--- src/rtl/irq_tier_pkg.sv ---
`timescale 1ns/1ps
// Package: shared sizes, status-word field positions, reserved codes and
// reset values for the three-tier interrupt status resolver.
package irq_tier_pkg;

    localparam int CRIT_N = 4;
    localparam int MAIN_N = 17;
    localparam int PER_N  = 32;
    localparam int WORD_W = 32;
    localparam int SRC_W  = 6;
    localparam int GRP_W  = 2;
    localparam int VEC_W  = GRP_W + SRC_W;

    // Status-word layout (decoded by the consumer, so positions are fixed)
    localparam int CRIT_PEND_BIT = 10;
    localparam int CRIT_CODE_LSB = 8;
    localparam int CRIT_CODE_W   = 2;
    localparam int MAIN_PEND_BIT = 21;
    localparam int MAIN_CODE_LSB = 16;
    localparam int MAIN_CODE_W   = 5;
    localparam int PER_PEND_BIT  = 29;
    localparam int PER_CODE_LSB  = 24;
    localparam int PER_CODE_W    = 5;

    // Reserved codes that stand for boosted peripheral requests
    localparam int CRIT_BOOST_CODE = 2;
    localparam int MAIN_BOOST_CODE = 4;

    localparam logic [WORD_W-1:0] MAIN_MASK_RST = 32'h0001_0FFF;
    localparam logic [WORD_W-1:0] PER_MASK_RST  = 32'h7FFF_FC00;

    // Bits of the status word that belong to some field
    localparam logic [WORD_W-1:0] STATUS_USED =
        (WORD_W'(1) << CRIT_PEND_BIT) | (WORD_W'((1 << CRIT_CODE_W) - 1) << CRIT_CODE_LSB) |
        (WORD_W'(1) << MAIN_PEND_BIT) | (WORD_W'((1 << MAIN_CODE_W) - 1) << MAIN_CODE_LSB) |
        (WORD_W'(1) << PER_PEND_BIT)  | (WORD_W'((1 << PER_CODE_W) - 1) << PER_CODE_LSB);

    typedef enum logic [GRP_W-1:0] {
        GRP_CRIT = 2'd0,
        GRP_MAIN = 2'd1,
        GRP_PER  = 2'd2
    } grp_e;

    typedef struct packed {
        logic             pend;
        logic [SRC_W-1:0] code;
    } tier_field_t;

endpackage

--- src/rtl/irq_lowest_pick.sv ---
`timescale 1ns/1ps
// Module: irq_lowest_pick
// Finds the lowest-numbered asserted bit of a request vector.
// Assumes: purely combinational; idx_o is 0 when nothing is asserted.
module irq_lowest_pick #(
    parameter int N  = 8,
    parameter int IW = (N > 1) ? $clog2(N) : 1
) (
    input  logic [N-1:0]  req_i,
    output logic          found_o,
    output logic [IW-1:0] idx_o
);

    // Scan from the top down so the lowest asserted index is the last write
    always_comb begin
        found_o = 1'b0;
        idx_o   = '0;
        for (int i = N - 1; i >= 0; i--) begin
            if (req_i[i]) begin
                found_o = 1'b1;
                idx_o   = IW'(i);
            end
        end
    end

endmodule

--- src/rtl/irq_mask_bank.sv ---
`timescale 1ns/1ps
// Module: irq_mask_bank
// Holds the main and peripheral mask registers, loaded one word at a time,
// and turns them into per-source enables in source-index order.
// Assumes: mask bit (COUNT-1-n) gates source n; a 1 disables the source.
module irq_mask_bank #(
    parameter int                MAIN_CNT = irq_tier_pkg::MAIN_N,
    parameter int                PER_CNT  = irq_tier_pkg::PER_N,
    parameter int                WORD_W   = irq_tier_pkg::WORD_W,
    parameter logic [WORD_W-1:0] MAIN_RST = irq_tier_pkg::MAIN_MASK_RST,
    parameter logic [WORD_W-1:0] PER_RST  = irq_tier_pkg::PER_MASK_RST
) (
    input  logic                clk_i,
    input  logic                rst_ni,
    input  logic                we_i,
    input  logic                sel_i,
    input  logic [WORD_W-1:0]   wdata_i,
    output logic [WORD_W-1:0]   main_mask_o,
    output logic [WORD_W-1:0]   per_mask_o,
    output logic [MAIN_CNT-1:0] main_en_o,
    output logic [PER_CNT-1:0]  per_en_o
);

    logic [MAIN_CNT-1:0] main_q;
    logic [PER_CNT-1:0]  per_q;

    // Mask registers: reset to the disabled pattern, load on a write strobe
    always_ff @(posedge clk_i) begin
        if (!rst_ni) begin
            main_q <= MAIN_RST[MAIN_CNT-1:0];
            per_q  <= PER_RST[PER_CNT-1:0];
        end else if (we_i) begin
            if (sel_i) begin
                per_q <= wdata_i[PER_CNT-1:0];
            end else begin
                main_q <= wdata_i[MAIN_CNT-1:0];
            end
        end
    end

    assign main_mask_o = WORD_W'(main_q);
    assign per_mask_o  = WORD_W'(per_q);

    // Reverse the bit order: source n is gated by mask bit COUNT-1-n
    for (genvar n = 0; n < MAIN_CNT; n++) begin : g_main_en
        assign main_en_o[n] = ~main_q[MAIN_CNT-1-n];
    end
    for (genvar n = 0; n < PER_CNT; n++) begin : g_per_en
        assign per_en_o[n] = ~per_q[PER_CNT-1-n];
    end

    AST_MASK_HOLD: assert property (@(posedge clk_i) disable iff (!rst_ni)
        !we_i |=> ($stable(main_q) && $stable(per_q)))
        else $error("mask changed without a write");

    AST_MAIN_MASK_LOAD: assert property (@(posedge clk_i) disable iff (!rst_ni)
        (we_i && !sel_i) |=> (main_q == $past(wdata_i[MAIN_CNT-1:0])) && $stable(per_q))
        else $error("main mask write not taken");

endmodule

--- src/rtl/irq_tier_encode.sv ---
`timescale 1ns/1ps
// Module: irq_tier_encode
// Builds the critical, main and peripheral fields from the request lines,
// the mask enables and the boost flags.
// Assumes: a boost-high flag overrides a boost-low flag on the same source;
// reserved codes replace the request lines that share their slot.
module irq_tier_encode
    import irq_tier_pkg::*;
#(
    parameter int CRIT_CNT   = CRIT_N,
    parameter int MAIN_CNT   = MAIN_N,
    parameter int PER_CNT    = PER_N,
    parameter int CRIT_BOOST = CRIT_BOOST_CODE,
    parameter int MAIN_BOOST = MAIN_BOOST_CODE
) (
    input  logic [CRIT_CNT-1:0] crit_req_i,
    input  logic [MAIN_CNT-1:0] main_req_i,
    input  logic [MAIN_CNT-1:0] main_en_i,
    input  logic [PER_CNT-1:0]  per_req_i,
    input  logic [PER_CNT-1:0]  per_en_i,
    input  logic [PER_CNT-1:0]  boost_hi_i,
    input  logic [PER_CNT-1:0]  boost_lo_i,
    output tier_field_t         crit_f_o,
    output tier_field_t         main_f_o,
    output tier_field_t         per_f_o
);

    localparam int CRIT_IW = (CRIT_CNT > 1) ? $clog2(CRIT_CNT) : 1;
    localparam int MAIN_IW = (MAIN_CNT > 1) ? $clog2(MAIN_CNT) : 1;
    localparam int PER_IW  = (PER_CNT > 1) ? $clog2(PER_CNT) : 1;
    localparam int CLS_N   = 3; // 0 high-boosted, 1 low-boosted, 2 ordinary

    logic [PER_CNT-1:0]  per_live;
    logic [PER_CNT-1:0]  class_vec [CLS_N];
    logic [CLS_N-1:0]    class_found;
    logic [PER_IW-1:0]   class_idx [CLS_N];
    logic [CRIT_CNT-1:0] crit_cand;
    logic [MAIN_CNT-1:0] main_cand;
    logic                crit_found;
    logic [CRIT_IW-1:0]  crit_idx;
    logic                main_found;
    logic [MAIN_IW-1:0]  main_idx;
    logic [PER_IW-1:0]   per_idx;

    // Split the live peripheral requests into the three boost classes
    always_comb begin
        per_live     = per_req_i & per_en_i;
        class_vec[0] = per_live & boost_hi_i;
        class_vec[1] = per_live & boost_lo_i & ~boost_hi_i;
        class_vec[2] = per_live & ~boost_lo_i & ~boost_hi_i;
    end

    for (genvar c = 0; c < CLS_N; c++) begin : g_cls_pick
        irq_lowest_pick #(.N(PER_CNT), .IW(PER_IW)) u_cls_pick (
            .req_i   (class_vec[c]),
            .found_o (class_found[c]),
            .idx_o   (class_idx[c])
        );
    end

    // Peripheral code: boosted-high first, then boosted-low, then ordinary
    always_comb begin
        if (class_found[0]) begin
            per_idx = class_idx[0];
        end else if (class_found[1]) begin
            per_idx = class_idx[1];
        end else begin
            per_idx = class_idx[2];
        end
    end

    // Candidate slots: reserved slots carry the boosted-peripheral presence
    always_comb begin
        crit_cand             = crit_req_i;
        crit_cand[CRIT_BOOST] = class_found[0];
        main_cand             = main_req_i & main_en_i;
        main_cand[MAIN_BOOST] = class_found[1];
    end

    irq_lowest_pick #(.N(CRIT_CNT), .IW(CRIT_IW)) u_crit_pick (
        .req_i   (crit_cand),
        .found_o (crit_found),
        .idx_o   (crit_idx)
    );

    irq_lowest_pick #(.N(MAIN_CNT), .IW(MAIN_IW)) u_main_pick (
        .req_i   (main_cand),
        .found_o (main_found),
        .idx_o   (main_idx)
    );

    // Pack each group's winner into its field
    always_comb begin
        crit_f_o.pend = crit_found;
        crit_f_o.code = SRC_W'(crit_idx);
        main_f_o.pend = main_found;
        main_f_o.code = SRC_W'(main_idx);
        per_f_o.pend  = |class_found;
        per_f_o.code  = SRC_W'(per_idx);
    end

endmodule

--- src/rtl/irq_vector_resolve.sv ---
`timescale 1ns/1ps
// Module: irq_vector_resolve
// Packs the three fields into the status word and selects the single
// highest-priority vector, following reserved codes to the peripheral field.
// Assumes: a reserved code is only present while the peripheral field is pending.
module irq_vector_resolve
    import irq_tier_pkg::*;
#(
    parameter int CRIT_BOOST = CRIT_BOOST_CODE,
    parameter int MAIN_BOOST = MAIN_BOOST_CODE
) (
    input  tier_field_t       crit_f_i,
    input  tier_field_t       main_f_i,
    input  tier_field_t       per_f_i,
    output logic [WORD_W-1:0] status_o,
    output logic [VEC_W-1:0]  vec_o,
    output logic              valid_o
);

    logic crit_redirect;
    logic main_redirect;

    // Place each field at its fixed position; all other bits stay zero
    always_comb begin
        status_o = '0;
        status_o[CRIT_PEND_BIT]                 = crit_f_i.pend;
        status_o[CRIT_CODE_LSB +: CRIT_CODE_W]  = crit_f_i.code[CRIT_CODE_W-1:0];
        status_o[MAIN_PEND_BIT]                 = main_f_i.pend;
        status_o[MAIN_CODE_LSB +: MAIN_CODE_W]  = main_f_i.code[MAIN_CODE_W-1:0];
        status_o[PER_PEND_BIT]                  = per_f_i.pend;
        status_o[PER_CODE_LSB +: PER_CODE_W]    = per_f_i.code[PER_CODE_W-1:0];
    end

    assign crit_redirect = (crit_f_i.code == SRC_W'(CRIT_BOOST));
    assign main_redirect = (main_f_i.code == SRC_W'(MAIN_BOOST));

    // Fixed group order, with reserved codes deferring to the peripheral field
    always_comb begin
        valid_o = 1'b1;
        if (crit_f_i.pend) begin
            vec_o = crit_redirect ? {GRP_PER, per_f_i.code} : {GRP_CRIT, crit_f_i.code};
        end else if (main_f_i.pend) begin
            vec_o = main_redirect ? {GRP_PER, per_f_i.code} : {GRP_MAIN, main_f_i.code};
        end else if (per_f_i.pend) begin
            vec_o = {GRP_PER, per_f_i.code};
        end else begin
            vec_o   = '0;
            valid_o = 1'b0;
        end
    end

endmodule

--- src/rtl/irq_tier_resolver.sv ---
`timescale 1ns/1ps
// Module: irq_tier_resolver (top)
// Three-tier interrupt status resolver: masks, group encoding, vector
// selection and the output registers.
// Assumes: request and boost lines are synchronous to clk_i; outputs are
// registered, so they lag the inputs by one clock.
module irq_tier_resolver
    import irq_tier_pkg::*;
(
    input  logic                clk_i,
    input  logic                rst_ni,
    input  logic                cfg_we_i,
    input  logic                cfg_sel_i,
    input  logic [WORD_W-1:0]   cfg_wdata_i,
    input  logic [CRIT_N-1:0]   crit_req_i,
    input  logic [MAIN_N-1:0]   main_req_i,
    input  logic [PER_N-1:0]    per_req_i,
    input  logic [PER_N-1:0]    boost_hi_i,
    input  logic [PER_N-1:0]    boost_lo_i,
    output logic [WORD_W-1:0]   main_mask_o,
    output logic [WORD_W-1:0]   per_mask_o,
    output logic [WORD_W-1:0]   status_o,
    output logic [VEC_W-1:0]    vec_o,
    output logic                vec_valid_o
);

    logic [MAIN_N-1:0] main_en;
    logic [PER_N-1:0]  per_en;
    tier_field_t       crit_f;
    tier_field_t       main_f;
    tier_field_t       per_f;
    logic [WORD_W-1:0] status_d;
    logic [VEC_W-1:0]  vec_d;
    logic              valid_d;
    logic [WORD_W-1:0] status_q;
    logic [VEC_W-1:0]  vec_q;
    logic              valid_q;

    irq_mask_bank #(
        .MAIN_CNT (MAIN_N),
        .PER_CNT  (PER_N),
        .WORD_W   (WORD_W),
        .MAIN_RST (MAIN_MASK_RST),
        .PER_RST  (PER_MASK_RST)
    ) u_masks (
        .clk_i       (clk_i),
        .rst_ni      (rst_ni),
        .we_i        (cfg_we_i),
        .sel_i       (cfg_sel_i),
        .wdata_i     (cfg_wdata_i),
        .main_mask_o (main_mask_o),
        .per_mask_o  (per_mask_o),
        .main_en_o   (main_en),
        .per_en_o    (per_en)
    );

    irq_tier_encode #(
        .CRIT_CNT   (CRIT_N),
        .MAIN_CNT   (MAIN_N),
        .PER_CNT    (PER_N),
        .CRIT_BOOST (CRIT_BOOST_CODE),
        .MAIN_BOOST (MAIN_BOOST_CODE)
    ) u_encode (
        .crit_req_i (crit_req_i),
        .main_req_i (main_req_i),
        .main_en_i  (main_en),
        .per_req_i  (per_req_i),
        .per_en_i   (per_en),
        .boost_hi_i (boost_hi_i),
        .boost_lo_i (boost_lo_i),
        .crit_f_o   (crit_f),
        .main_f_o   (main_f),
        .per_f_o    (per_f)
    );

    irq_vector_resolve #(
        .CRIT_BOOST (CRIT_BOOST_CODE),
        .MAIN_BOOST (MAIN_BOOST_CODE)
    ) u_resolve (
        .crit_f_i (crit_f),
        .main_f_i (main_f),
        .per_f_i  (per_f),
        .status_o (status_d),
        .vec_o    (vec_d),
        .valid_o  (valid_d)
    );

    // Output registers: clear on reset, otherwise capture this cycle's result
    always_ff @(posedge clk_i) begin
        if (!rst_ni) begin
            status_q <= '0;
            vec_q    <= '0;
            valid_q  <= 1'b0;
        end else begin
            status_q <= status_d;
            vec_q    <= vec_d;
            valid_q  <= valid_d;
        end
    end

    assign status_o    = status_q;
    assign vec_o       = vec_q;
    assign vec_valid_o = valid_q;

    // One-hot of the registered main code, used to look up its enable
    logic [MAIN_N-1:0] main_code_oh;
    assign main_code_oh = MAIN_N'(1) << status_q[MAIN_CODE_LSB +: MAIN_CODE_W];

    AST_VALID_TRACKS_PEND: assert property (@(posedge clk_i) disable iff (!rst_ni)
        vec_valid_o == (status_o[CRIT_PEND_BIT] | status_o[MAIN_PEND_BIT] | status_o[PER_PEND_BIT]))
        else $error("valid disagrees with pending flags");

    AST_IDLE_VEC_ZERO: assert property (@(posedge clk_i) disable iff (!rst_ni)
        !vec_valid_o |-> (vec_o == '0))
        else $error("vector not zero while idle");

    AST_GROUP_LEGAL: assert property (@(posedge clk_i) disable iff (!rst_ni)
        vec_valid_o |-> (vec_o[VEC_W-1 -: GRP_W] != 2'd3))
        else $error("vector carries an unused group");

    AST_CRIT_WINS: assert property (@(posedge clk_i) disable iff (!rst_ni)
        (status_o[CRIT_PEND_BIT] && status_o[CRIT_CODE_LSB +: CRIT_CODE_W] != CRIT_CODE_W'(CRIT_BOOST_CODE))
        |-> (vec_o == VEC_W'(status_o[CRIT_CODE_LSB +: CRIT_CODE_W])))
        else $error("critical request did not win");

    AST_CRIT_REDIRECT: assert property (@(posedge clk_i) disable iff (!rst_ni)
        (status_o[CRIT_PEND_BIT] && status_o[CRIT_CODE_LSB +: CRIT_CODE_W] == CRIT_CODE_W'(CRIT_BOOST_CODE))
        |-> (status_o[PER_PEND_BIT] && vec_o == {GRP_PER, 1'b0, status_o[PER_CODE_LSB +: PER_CODE_W]}))
        else $error("boosted-high redirect missed");

    AST_MAIN_REDIRECT: assert property (@(posedge clk_i) disable iff (!rst_ni)
        (!status_o[CRIT_PEND_BIT] && status_o[MAIN_PEND_BIT] &&
         status_o[MAIN_CODE_LSB +: MAIN_CODE_W] == MAIN_CODE_W'(MAIN_BOOST_CODE))
        |-> (status_o[PER_PEND_BIT] && vec_o == {GRP_PER, 1'b0, status_o[PER_CODE_LSB +: PER_CODE_W]}))
        else $error("boosted-low redirect missed");

    AST_SPARE_BITS_ZERO: assert property (@(posedge clk_i) disable iff (!rst_ni)
        (status_o & ~STATUS_USED) == '0)
        else $error("status bit outside a field set");

    AST_MAIN_SRC_ENABLED: assert property (@(posedge clk_i) disable iff (!rst_ni)
        (status_o[MAIN_PEND_BIT] && status_o[MAIN_CODE_LSB +: MAIN_CODE_W] != MAIN_CODE_W'(MAIN_BOOST_CODE))
        |-> (($past(main_en) & main_code_oh) != '0))
        else $error("masked main source reported");

endmodule

--- config.mk ---
export PLATFORM = sky130hd
export DESIGN_NAME = irq_tier_resolver
export DESIGN_NICKNAME = d
export VERILOG_FILES = /design/src/rtl/irq_tier_pkg.sv /design/src/rtl/irq_lowest_pick.sv /design/src/rtl/irq_mask_bank.sv /design/src/rtl/irq_tier_encode.sv /design/src/rtl/irq_vector_resolve.sv /design/src/rtl/irq_tier_resolver.sv
export SDC_FILE = /design/constraint.sdc
export NUM_CORES = 1
export LEC_CHECK = 0
export BUFFER_PORTS_ARGS = -buffer_cell sky130_fd_sc_hd__buf_2
export CAP_MARGIN = 0
export CORE_AREA = 2 2 106 108
export CTS_CLUSTER_DIAMETER = 40
export DETAILED_ROUTE_END_ITERATION = 6
export DIE_AREA = 0 0 108 110
export PLACE_DENSITY = 0.89
export SLEW_MARGIN = 30
export SYNTH_ARGS = -nofsm -noshare
export SYNTH_HDL_FRONTEND = slang
export SYNTH_SLANG_ARGS = --single-unit
--- constraint.sdc ---
create_clock -name clk_i -period 5.2 [get_ports clk_i]
set_clock_uncertainty 0.1 [all_clocks]
set_input_delay 1.04 -clock clk_i [delete_from_list [all_inputs] [get_ports clk_i]]
set_output_delay 1.04 -clock clk_i [all_outputs]
set_load 0.02 [all_outputs]
==> flow_summary.yaml <==
worst_setup_path:
  cp-end-kind: "flip-flop"
  worstPathArrival_ns: 3.56
  critPathKind: "in2reg"
  r2r_cells: 8
  cp_max_fo: 4
  start_kind: "input port"
  ff2ff_setup_slack_ns: 2.20
  r2r-start: "u_masks.per_mask_o[11]$_SDFFE_PN1P_"
  worstPathRequired_ns: 5.37
  cpPeakStageDelay_ns: 0.70
  regToRegEndpoint: "vec_o[1]$_SDFF_PN0_"
  crit_slowest_cell: "nor4b_1"
  cp_cell_sequence: "buf_2 -> nor4b_1 -> a211oi_1 -> or3_1 -> a21o_1 -> a211oi_1 -> o2111ai_1 -> o311a_1 -> o211ai_2"
  cp_common_cell: "a211oi_1"
sta:
  finalHoldViolations: 0
  max_freq_ghz: 0.295
  setup_tns_ns: 0
  slew-limit-headroom: 0.354
  grt_setup_unrepaired: "false"
  final_max_slew_viol_count: 0
  finalCritPeriodShare: 0.653
  fin_crit_ns: 3.39
  timing.final.ws_setup_ns: 1.81
  worst_slew_pin_slew_ns: 0.956
  final-setup-viol-count: 0
worst_hold_path:
  worstHoldPathType: "reg2reg"
  min_path_cells: 2
  holdCritStartpoint: "u_masks.main_q[12]$_SDFFE_PN0P_"
  min_to: "u_masks.main_q[12]$_SDFFE_PN0P_"
layout:
  drive_gt1_frac: 0.319
  diodes: 0
  syn_to_final_growth_pct: 25.2
  fin_nets: 1052
  nFillCells: 1030
synthesis:
  synthFlopType: "dfxtp_1"
  yosysMostFrequentCell: "nand2_1"
  synth-seq-cells: 72
  netlist_area_sq_um: 5260
  ys_seq_area_frac: 0.274
  yosysTopAreaCellShare: 0.274
  synth_area_leaders: "dfxtp_1 27%, nand2_1 9.3%, buf_4 4.9%"
  avgSynthCellArea_sq_um: 7.72
  synthCells: 682
  synthArstFlopShare: 0
  ys_types: 71
  synth_edf_count: 0
  yosys_warnings: 0
  synth.cells.most_frequent: "130 x nand2_1, 72 x dfxtp_1, 44 x nand3_1, 40 x nor2_1"
  yosysTopAreaCell: "dfxtp_1"
global_route:
  antenna_found_initial: 0
  grt_use_total: 0.296
  use_met3: 0.0664
  grt_max_degree: 44
  grt_pass1_vias: 5522
  use_met1: 0.357
  grt_busiest_layer: "met2"
  grt.overflow.total: 0
  grt_pass1_wl_mm: 27.4
  met2_usage: 0.524
detailed_routing:
  ant_nets: 0
  routed_via_density: 5.81
  drt_iter0_drc: 453
  dr.pass1.iters: 7
  wl_per_cell_microns: 17.5
  vias: 6059
  wl_mm: 18.3
  drc: 0
clocking:
  cts_root_buffer: "clkbuf_8"
  clk_pin_slew_worst_paths_ns: 0.08
  cts_hold_buf: 0
  postCtsSetupBuffers: 0
  cts_buffers: 9
  ctsResizeCount: 0
  cts.sink_count: 72
  cts_max_level: 3
  cts_tree: "done"
  clockBufferDepth: 2
  clock_latency_ns: 0.34
outcome:
  status: "completed"
placed_design:
  hpwlAfterDp_mm: 14.9
  io_buffers: 222
  gp_congestion: 0.957
  place_ws_ns: 1.50
pwr:
  power_density_nw_per_um2: 231
  peakVddDrop_mv: 0.189
  leakagePower_nw: 3.07
floorplan:
  io_pins: 258
  die_x_microns: 108
  start_util: 0.492
  die_area_sq_um: 11900
  fp-row-count: 38
  core_sq_um: 10700
  die_h_microns: 110
run:
  drv_cap: 0
-- layout by cell type, fill, tap and decap left out, types with 4 or more instances in the layout --
master    synthesis  layout
nand2b_1         13      13
nor4_4            4       4
a211oi_1          7       7
nor4_2            5       5
clkbuf_8          0      10
a21o_1            4       4
or4bb_1           6       6
nor4b_1          17      17
nor3_1           18      18
and2_1            8       8
nor4bb_1         24      21
o31ai_1           7       7
buf_4            34       4
nand3b_1         34      34
nor4_1           10      10
inv_1            11      11
or4b_2           18      18
o21ai_0          14      14
nand2_1         130     130
dfxtp_1          72      72
nor4bb_2          1       4
a21oi_1          34      34
nand4_1          18      18
nor2_1           40      40
nand3_1          44      44
nor2b_1          21      20
buf_2             0     222
conb_1            1      33
-- sequential cells by signal (all words and copies together) (netlist names) --
register	flops
u_masks.per_mask_o	32
u_masks.main_q	17
status_o	15
vec_o	7
vec_valid_o	1
-- final cells by class --
cell class              count  area [sq um]  area share
flip-flops and latches     72          1440       0.219
multi-input cells         578          3590       0.545
clock inverters             5          56.3     0.00854
repair buffers            226          1140       0.173
inverters                  12          45.0     0.00683
clock buffers              10           138      0.0209
well taps                 140           175      0.0266
-- worst max-delay path by stage --
| stage | from | endpoint | slack (ns) | cells after the start |
|---|---|---|---|---|
| finish | boost_hi_i[31] | vec_o[0]$_SDFF_PN0_ | 1.81 | 9 |
| global route | per_req_i[19] | vec_o[1]$_SDFF_PN0_ | 1.63 | 9 |
| CTS | per_req_i[20] | vec_o[3]$_SDFF_PN0_ | 1.87 | 8 |
| detailed placement | per_req_i[20] | vec_o[3]$_SDFF_PN0_ | 1.50 | 8 |
| global placement | boost_hi_i[31] | vec_o[0]$_SDFF_PN0_ | 1.52 | 9 |
| floorplan | per_req_i[20] | vec_o[0]$_SDFF_PN0_ | 2.10 | 7 |
-- through the flow --
step | power (W) | hold slack [ns] | instance area [sq um] | util | std cells
final | 0.00152 | 0.373 | 6590 | 0.616 | 1043
after global routing | 0.00159 | 0.404 | 6590 | 0.616 | 1043
after CTS | 0.00152 | 0.369 | 6570 | 0.614 | 1043
after detailed placement | 0.00107 | 0.359 | 6380 | 0.596 | 1028
after global placement | 0.00106 | 0.346 | 6380 | 0.596 | 1028
after floorplan | 0.000915 | 0.435 | 5380 | - | 714
-- per-layer routing --
layer	routed length (microns)	part of all wire
met5	0	0
met4	418	0.023
met3	1590	0.087
met2	9010	0.49
met1	7250	0.40
-- kinds of logic (layout without fill, tap and decap cells) --
group,count (synthesis),in the layout,share of synthesized area
flip-flops,72,72,0.274
buffers and inverters,64,253,0.0699
AND/OR/NAND/NOR,443,443,0.522
other,1,33,0.000713
AO/OA/AOI/OAI,102,102,0.134
-- critical path: cells and delay by family --
kind | cells | cell delay [ns]
and+or+nand+nor | 2 | 1.10
AOI/OAI and AO/OA | 6 | 1.30
buffers and inverters | 1 | 0.12
-- where the power goes --
group | internal, W | switching [W] | total [W]
clock network | 0.000232 | 0.000216 | 0.000448
logic | 0.000179 | 0.000275 | 0.000454
registers | 0.000586 | 0.0000310 | 0.000617
Note: power is estimated with default switching activity, not from simulation.
